$ cat src/rtl/coinc_pkg.sv
`timescale 1ns/1ps
package coinc_pkg;
  // index 0 is input A, index 1 is input B
  localparam int unsigned NUM_MON = 2;
  typedef logic [NUM_MON-1:0] mon_vec_t;
endpackage

$ cat src/rtl/coinc_edge_sampler.sv
`timescale 1ns/1ps
// Synchronizes one monitored clock and flags its rising edges.
module coinc_edge_sampler #(
  parameter int unsigned SYNC_STAGES = 2
) (
  input  logic clk,
  input  logic rst_n,
  input  logic mon,
  output logic rise
);
  // samples needed before "previous" holds post-reset data
  localparam int unsigned FILL   = SYNC_STAGES + 1;
  localparam int unsigned FW     = $clog2(FILL + 1);
  localparam logic [FW-1:0] FILL_V = FW'(FILL);

  logic [SYNC_STAGES-1:0] chain;
  logic                   prev;
  logic [FW-1:0]          fill;

  generate
    if (SYNC_STAGES == 1) begin : g_single
      always_ff @(posedge clk) begin
        if (!rst_n) chain <= '0;
        else        chain <= mon;
      end
    end else begin : g_multi
      always_ff @(posedge clk) begin
        if (!rst_n) chain <= '0;
        else        chain <= {chain[SYNC_STAGES-2:0], mon};
      end
    end
  endgenerate

  always_ff @(posedge clk) begin
    if (!rst_n) begin
      prev <= 1'b0;
      fill <= '0;
    end else begin
      prev <= chain[SYNC_STAGES-1];
      if (fill != FILL_V) fill <= fill + 1'b1;
    end
  end

  assign rise = (fill == FILL_V) && chain[SYNC_STAGES-1] && !prev;
endmodule

$ cat src/rtl/coinc_window_match.sv
`timescale 1ns/1ps
// Pairs rising edges of the two inputs that lie within the window.
module coinc_window_match
  import coinc_pkg::*;
#(
  parameter int unsigned WIN_W = 4
) (
  input  logic             clk,
  input  logic             rst_n,
  input  mon_vec_t         rise,
  input  logic [WIN_W-1:0] win,
  output logic             hit_q
);
  logic [WIN_W-1:0] cnt [NUM_MON];
  mon_vec_t         live;
  logic             hit;

  always_comb begin
    for (int i = 0; i < NUM_MON; i++) live[i] = |cnt[i];
    hit = (rise[0] & rise[1]) | (rise[0] & live[1]) | (rise[1] & live[0]);
  end

  always_ff @(posedge clk) begin
    if (!rst_n) begin
      hit_q <= 1'b0;
      for (int i = 0; i < NUM_MON; i++) cnt[i] <= '0;
    end else begin
      hit_q <= hit;
      for (int i = 0; i < NUM_MON; i++) begin
        if (hit)              cnt[i] <= '0;
        else if (rise[i])     cnt[i] <= win;
        else if (live[i])     cnt[i] <= cnt[i] - 1'b1;
      end
    end
  end
endmodule

$ cat src/rtl/coinc_first_flag.sv
`timescale 1ns/1ps
// Sticky record of the first coincidence; clear wins over set.
module coinc_first_flag (
  input  logic clk,
  input  logic rst_n,
  input  logic set_pulse,
  input  logic clr,
  output logic flag
);
  always_ff @(posedge clk) begin
    if (!rst_n)         flag <= 1'b0;
    else if (clr)       flag <= 1'b0;
    else if (set_pulse) flag <= 1'b1;
  end
endmodule

$ cat src/rtl/clk_coincidence_detector.sv
`timescale 1ns/1ps
module clk_coincidence_detector
  import coinc_pkg::*;
#(
  parameter int unsigned WIN_W       = 4,
  parameter int unsigned SYNC_STAGES = 2
) (
  input  logic             clk_smp,
  input  logic             rst_n,
  input  logic             mon_a,
  input  logic             mon_b,
  input  logic [WIN_W-1:0] win,
  input  logic             clr_first,
  output logic             coinc,
  output logic             edge_a,
  output logic             edge_b,
  output logic             first_seen
);
  mon_vec_t mon_v;
  mon_vec_t rise_v;

  assign mon_v = {mon_b, mon_a};

  generate
    for (genvar g = 0; g < NUM_MON; g++) begin : g_ch
      coinc_edge_sampler #(.SYNC_STAGES(SYNC_STAGES)) u_smp (
        .clk  (clk_smp),
        .rst_n(rst_n),
        .mon  (mon_v[g]),
        .rise (rise_v[g])
      );
    end
  endgenerate

  coinc_window_match #(.WIN_W(WIN_W)) u_match (
    .clk  (clk_smp),
    .rst_n(rst_n),
    .rise (rise_v),
    .win  (win),
    .hit_q(coinc)
  );

  coinc_first_flag u_first (
    .clk      (clk_smp),
    .rst_n    (rst_n),
    .set_pulse(coinc),
    .clr      (clr_first),
    .flag     (first_seen)
  );

  assign edge_a = rise_v[0];
  assign edge_b = rise_v[1];
endmodule

$ cat config.mk
export PLATFORM = sky130hd
export DESIGN_NAME = clk_coincidence_detector
export DESIGN_NICKNAME = d
export VERILOG_FILES = /design/src/rtl/coinc_pkg.sv /design/src/rtl/coinc_edge_sampler.sv /design/src/rtl/coinc_window_match.sv /design/src/rtl/coinc_first_flag.sv /design/src/rtl/clk_coincidence_detector.sv
export SDC_FILE = /design/constraint.sdc
export NUM_CORES = 1
export LEC_CHECK = 0
export ABC_AREA = 0
export ABC_CLOCK_PERIOD_IN_PS = 3100
export BUFFER_PORTS_ARGS = -buffer_cell sky130_fd_sc_hd__buf_2
export CORE_MARGIN = 2
export CORE_UTILIZATION = 30
export DETAILED_ROUTE_END_ITERATION = 8
export RECOVER_POWER = 50
export SYNTH_ARGS = -nofsm -noshare
export SYNTH_HDL_FRONTEND = slang
export SYNTH_SLANG_ARGS = --single-unit
export TNS_END_PERCENT = 100
$ cat constraint.sdc
create_clock -name clk_smp -period 3.1 [get_ports clk_smp]
set_input_delay 0.31 -clock clk_smp [delete_from_list [all_inputs] [get_ports clk_smp]]
set_output_delay 0.31 -clock clk_smp [all_outputs]
set_load 0.005 [all_outputs]
==> results.toml, run 1 <==
[run_status]
status = "completed"

[place]
dpl.hpwl_mm = 1.18
place_ws_ns = 1.36
io_buffers = 12
gp_congestion = 0.806

[worst_setup_path]
slowest_delay_ns = 0.43
r2r_start = "u_match.cnt[0][0]"
path_buf_inv = 1
cp.arrival_ns = 1.95
critPathLaunchType = "register"
crit_slowest_cell = "edfxtp_1"
cp_cell_sequence = "inv_1, ha_1, nor3b_1, nor2_1, or3_4, a21oi_2"
rrSetupSlack_ns = 1.32
required_ns = 3.26
crit_type = "register to register"
cp.depth = 6
reg2reg_to = "u_match.cnt[1][1]"
startpoint = "u_match.cnt[0][0]"
crit_path_end_kind = "register"
critical-path-top-delay-family = "simple AND/OR/NAND/NOR gates"
r2r_cells = 6
endpoint = "u_match.cnt[1][1]"
cp_max_fo = 4

[drt]
first_pass_iters = 4
routedWlPerCell_um = 10.7
drtIter0Drc = 10
vias = 607
route.detailed.drc = 0
routed_via_density = 4.34
antenna_left = 0
wl_mm = 1.50

[sta]
fin_ws_ns = 1.32
slew_viol_final = 0
period_needed_ns = 1.78
hold_viol = 0
final.setup_skew_ns = 0.0115
period_share = 0.575
setup_viol = 0
rsz0062_at_grt = "no"
fmax_mhz = 561
timing.setup.tns_ns = 0
tightest_slew_ns = 0.602
max-slew-margin-rel = 0.599

[synthesis]
synth.ff_latch_count = 20
synthDistinctLibCells = 29
synthFlopType = "dfxtp_1"
synth_edf_count = 8
avgSynthCellArea_um2 = 11.7
yosys_warnings = 0
async_reset_ff_frac = 0
seq_area_frac_synth = 0.507
synth_cells = 81
synth_nets = 94
synthesis.area_um2 = 948

[floorplan]
chipHeight_um = 60.2
start_util = 0.313
rows = 20
fp.coreArea_mm2 = 0.00303
fp.dieArea_mm2 = 0.00363
die_x_um = 60.2
io_pins = 13

[cts]
clk_pin_slew_ns = 0.12
cts_setup_buffers = 0
cts_hold_buf = 0
cts_made_buffers = 3
cts_max_level = 1
cts_resized = 0
cts_tree = "built"
cts.path.max_buffers = 2
insertion_delay_ns = 0.30
clock-root-buffer = "clkbuf_4"
cts.sink_count = 20

[grt]
antenna_found_initial = 0
grt_pass1_wl_mm = 2.47
grt_overflow_total = 0
grt_pass1_vias = 588
grt_usage = 0.0936
grt_max_degree = 18

[pwr]
peakVddDrop_mv = 0.358
seqPwrFrac = 0.475
switchingPower_mw = 0.259
switching_share = 0.315
clkPwrFrac = 0.180
power_leakage_nw = 0.476
p_int_mw = 0.565
power_density_mw_per_mm2 = 757
comb_power_share = 0.345

[finish]
num_antenna_cells = 0
nNetsFinal = 110
area_delta_synth_final_pct = 14.8
fill_cells = 309
layout-drive-gt1-share = 0.240

[run]
max_cap_viol_count = 0

[min_path]
hp-class = "input pin to register"
-- per-layer routing --
| layer | global-route usage | vias to the layer above | share of wire |
|---|---|---|---|
| met5 | 0 | - | 0 |
| met4 | 0.0190 | 0 | 0.0060 |
| met3 | 0.0498 | 2 | 0.060 |
| met2 | 0.148 | 14 | 0.44 |
| met1 | 0.113 | 280 | 0.49 |
| li1 | - | 311 | - |
-- power groups by stage --
stage	clock, mW	combinational, mW	sequential, mW
3_5_place_dp	0	0.291	0.402
4_1_cts	0.158	0.293	0.394
2_1_floorplan	0	0.239	0.390
3_3_place_gp	0	0.279	0.398
5_1_grt	0.169	0.320	0.401
6_report	0.148	0.284	0.392
-- flip-flops by register name (all words and copies together) (netlist names) --
signal,count
u_match.hit_q,1
g_ch.u_smp.chain,4
u_match.cnt,8
g_ch.u_smp.fill,4
g_ch.u_smp.prev,2
u_first.flag,1
-- cell usage after synthesis, drive strengths merged, types with 2 or more instances --
cell type	n	area [um^2]
and2	8	50.1
dfxtp	12	240
edfxtp	8	240
ha	4	50.1
inv	5	18.8
mux2i	5	50.1
nand2	3	11.3
nand3b	2	31.3
nor2	7	33.8
nor2b	2	12.5
nor3	2	10.0
nor3b	2	20.0
o2bb2ai	4	35.0
or3	2	17.5
xnor2	4	35.0
xor2	2	17.5
-- placed cells by master, fill, tap and decap left out, drive strengths merged --
cell type,instances
nor2b,2
o21a,1
buf,10
or3b,1
or3,2
a21oi,1
mux2i,5
nand3b,2
and3,1
o2bb2ai,4
or2,1
dfxtp,12
nand2,3
edfxtp,8
nor2,7
nand3,1
ha,4
xnor2,4
inv,5
nor3b,2
nand4,1
clkbuf,6
nor3,2
and2,8
clkinv,1
xor2,2
-- per-stage QoR --
stage                     std cells  hold WS (ns)  cell area, um^2   util  power, mW
after floorplan                  81         0.386              948      -      0.629
after global placement          136         0.417             1060  0.350      0.677
after detailed placement        136         0.420             1060  0.350      0.692
after CTS                       140         0.155             1100  0.362      0.845
after global routing            140         0.150             1090  0.360      0.890
final                           140         0.167             1090  0.360      0.825
-- worst min-delay path by stage --
stage	from	to	depth (start not counted)
after detailed placement	g_ch[1].u_smp.chain[0]	g_ch[1].u_smp.chain[1]	1
after global routing	clr_first	u_first.flag	2
after global placement	g_ch[0].u_smp.chain[0]	g_ch[0].u_smp.chain[1]	1
after CTS	clr_first	u_first.flag	2
after floorplan	clr_first	u_first.flag	1
final	clr_first	u_first.flag	2
-- layout make-up --
type	instances	area, um^2	share of cell area
well taps	44	55.1	0.0506
clock buffers	4	36.3	0.0333
multi-input cells	54	432	0.397
flip-flops and latches	20	480	0.441
inverters	6	27.5	0.0253
repair buffers	12	57.6	0.0529
-- cell families (layout without fill, tap and decap cells) --
family | Yosys count | count (layout) | synth area share
adder cells (fa/ha/maj) | 4 | 4 | 0.0528
buffers and inverters | 7 | 22 | 0.0330
AO/OA/AOI/OAI | 6 | 6 | 0.0541
multiplexers | 5 | 5 | 0.0528
XOR/XNOR | 6 | 6 | 0.0554
AND/OR/NAND/NOR | 33 | 33 | 0.245
flip-flops | 20 | 20 | 0.507
No activity file was read; power rests on OpenSTA's default activity.
==> run 2: changes to the inputs <==
--- a/config.mk
+++ b/config.mk
@@ -6,7 +6,7 @@
 export NUM_CORES = 1
 export LEC_CHECK = 0
 export ABC_AREA = 0
-export ABC_CLOCK_PERIOD_IN_PS = 3100
+export ABC_CLOCK_PERIOD_IN_PS = 1800
 export BUFFER_PORTS_ARGS = -buffer_cell sky130_fd_sc_hd__buf_2
 export CORE_MARGIN = 2
 export CORE_UTILIZATION = 30
==> constraint.sdc (replaced) <==
create_clock -name clk_smp -period 1.8 [get_ports clk_smp]
set_input_delay 0.18 -clock clk_smp [delete_from_list [all_inputs] [get_ports clk_smp]]
set_output_delay 0.18 -clock clk_smp [all_outputs]
set_load 0.005 [all_outputs]
==> run 2 against run 1 <==
Total power is 88% higher. Worst hold slack lost 0.094 ns. Critical path depth stayed put. Clock skew shrank 0.0075 ns. Critical path type unchanged. Core utilization increased by 1.8 points. First-iteration DRC count rose by 30%. Sequential share of layout area fell by 2.1 points. Wire length is 8.3% higher. Register-to-register slack got worse by 1.2 ns. Via count grew 4.6%. Non-clock buffer count rose by 2. Sequential power increased by 74%.
==> results.toml, run 2 (synthesis gave the netlist of run 1 again) <==
[cts]
cts_max_level = 1
clock-root-buffer = "clkbuf_4"
clk_pin_slew_ns = 0.12
cts.path.max_buffers = 2
cts_tree = "built"
cts_made_buffers = 3
insertion_delay_ns = 0.30
cts.sink_count = 20

[finish]
final_cell_mix = "dfxtp_1, buf_2, edfxtp_1"
area_delta_synth_final_pct = 20.4
top_register = "u_match.cnt"
fill_cells = 297
layout-drive-gt1-share = 0.265
stdcell_count = 142
largest_reg_flops = 8
final_cell_area_mm2 = 0.00114
largestRegisters = "u_match.cnt: 8 flops, g_ch.u_smp.chain: 4 flops, g_ch.u_smp.fill: 4 flops"
num_antenna_cells = 0
layout_commonest_cell = "dfxtp_1"
nNetsFinal = 112

[pwr]
power_leakage_nw = 0.490
peakVddDrop_mv = 0.715
power_density_mw_per_mm2 = 1350
total_power_mw = 1.55

[worst_setup_path]
cp_cell_sequence = "inv_1, ha_4, or3b_4, nand4_4, mux2i_1, nor2_1"
crit_path_end_kind = "register"
startpoint = "u_match.cnt[1][1]"
endpoint = "u_match.cnt[1][3]"
path_buf_inv = 1
reg2reg_to = "u_match.cnt[1][3]"
r2r_start = "u_match.cnt[1][1]"
critical-path-top-delay-family = "simple AND/OR/NAND/NOR gates"
crit_slowest_cell = "edfxtp_1"
rrSetupSlack_ns = 0.08
critPathLaunchType = "register"
cp.arrival_ns = 1.80
r2r_cells = 6
cp.depth = 6
crit_type = "register to register"
required_ns = 1.88
cp_max_fo = 5
slowest_delay_ns = 0.42

[drt]
wl_mm = 1.63
first_pass_iters = 4
routed_via_density = 4.47
vias = 635
antenna_left = 0
drtIter0Drc = 13
routedWlPerCell_um = 11.4
route.detailed.drc = 0

[floorplan]
die_x_um = 60.2
fp.coreArea_mm2 = 0.00303
fp.dieArea_mm2 = 0.00363
chipHeight_um = 60.2
start_util = 0.313
rows = 20
io_pins = 13

[place]
gp_congestion = 0.806
dp.cells = 136
place_area_mm2 = 0.00106
dpl.hpwl_mm = 1.17
io_buffers = 12

[run]
max_cap_viol_count = 0

[grt]
grt_pass1_vias = 643
grt_overflow_total = 0
grt_max_degree = 18
antenna_found_initial = 0
grt_pass1_wl_mm = 2.62
grt_usage = 0.0987

[run_status]
status = "completed"

[sta]
period_share = 0.955
max-slew-margin-rel = 0.563
final.setup_skew_ns = 0.00401
timing.setup.tns_ns = 0
fmax_mhz = 582
whs_ns = 0.0729
rsz0062_at_grt = "no"
slew_viol_final = 0
hold_viol = 0
setup_viol = 0
period_needed_ns = 1.72
tightest_slew_ns = 0.655

[min_path]
hp-class = "input pin to register"
## run 2: per-layer routing
layer / wire (um) / global-route usage / vias up
li1: - / - / 317
met1: 733 / 0.115 / 297
met2: 751 / 0.155 / 19
met3: 130 / 0.0541 / 2
met4: 9 / 0.0286 / 0
met5: 0 / 0 / -
## run 2: where the power goes
group	internal [mW]	leakage (nW)	switching (mW)	total, mW
Sequential	0.610	0.189	0.0717	0.682
Combinational	0.279	0.275	0.272	0.551
Clock	0.170	0.0261	0.144	0.313
Total	1.06	0.490	0.487	1.55
## run 2: through the flow
step                setup slack [ns]   util
global placement               0.118  0.350
finish                        0.0812  0.377
detailed placement            0.0670  0.350
global route                 0.00181  0.377
floorplan                      0.167      -
CTS                           0.0519  0.366
## run 2: repair_timing
action	CTS	global route
endpoints found under the hold margin	0	1
buffers inserted	0	1
gates resized for setup	0	4
hold buffers	0	1
endpoints found under the setup margin	0	3
## run 2: cell type report
type                            instances  area [um^2]  share of cell area
Sequential cell                        20          480               0.421
Multi-Input combinational cell         54          458               0.401
Timing Repair Buffer                   14         73.8              0.0646
Tap cell                               44         55.1              0.0482
Clock buffer                            4         47.5              0.0416
Inverter                                6         27.5              0.0241
## run 2: worst min path at each step
| stage | start | to | slack, ns | cells after the start |
|---|---|---|---|---|
| after floorplan | clr_first | u_first.flag | 0.26 | 1 |
| after global placement | clr_first | u_first.flag | 0.34 | 2 |
| after detailed placement | clr_first | u_first.flag | 0.35 | 2 |
| after CTS | clr_first | u_first.flag | 0.006 | 2 |
| after global routing | mon_a | g_ch[0].u_smp.chain[0] | 0.05 | 2 |
| final | mon_a | g_ch[0].u_smp.chain[0] | 0.07 | 2 |
## run 2: worst register-to-register path: stages, from the launching register on
cell and delay (ns):
edfxtp_1 0.42, inv_1 0.11, ha_4 0.14, or3b_4 0.41, nand4_4 0.14, mux2i_1 0.21
nor2_1 0.06
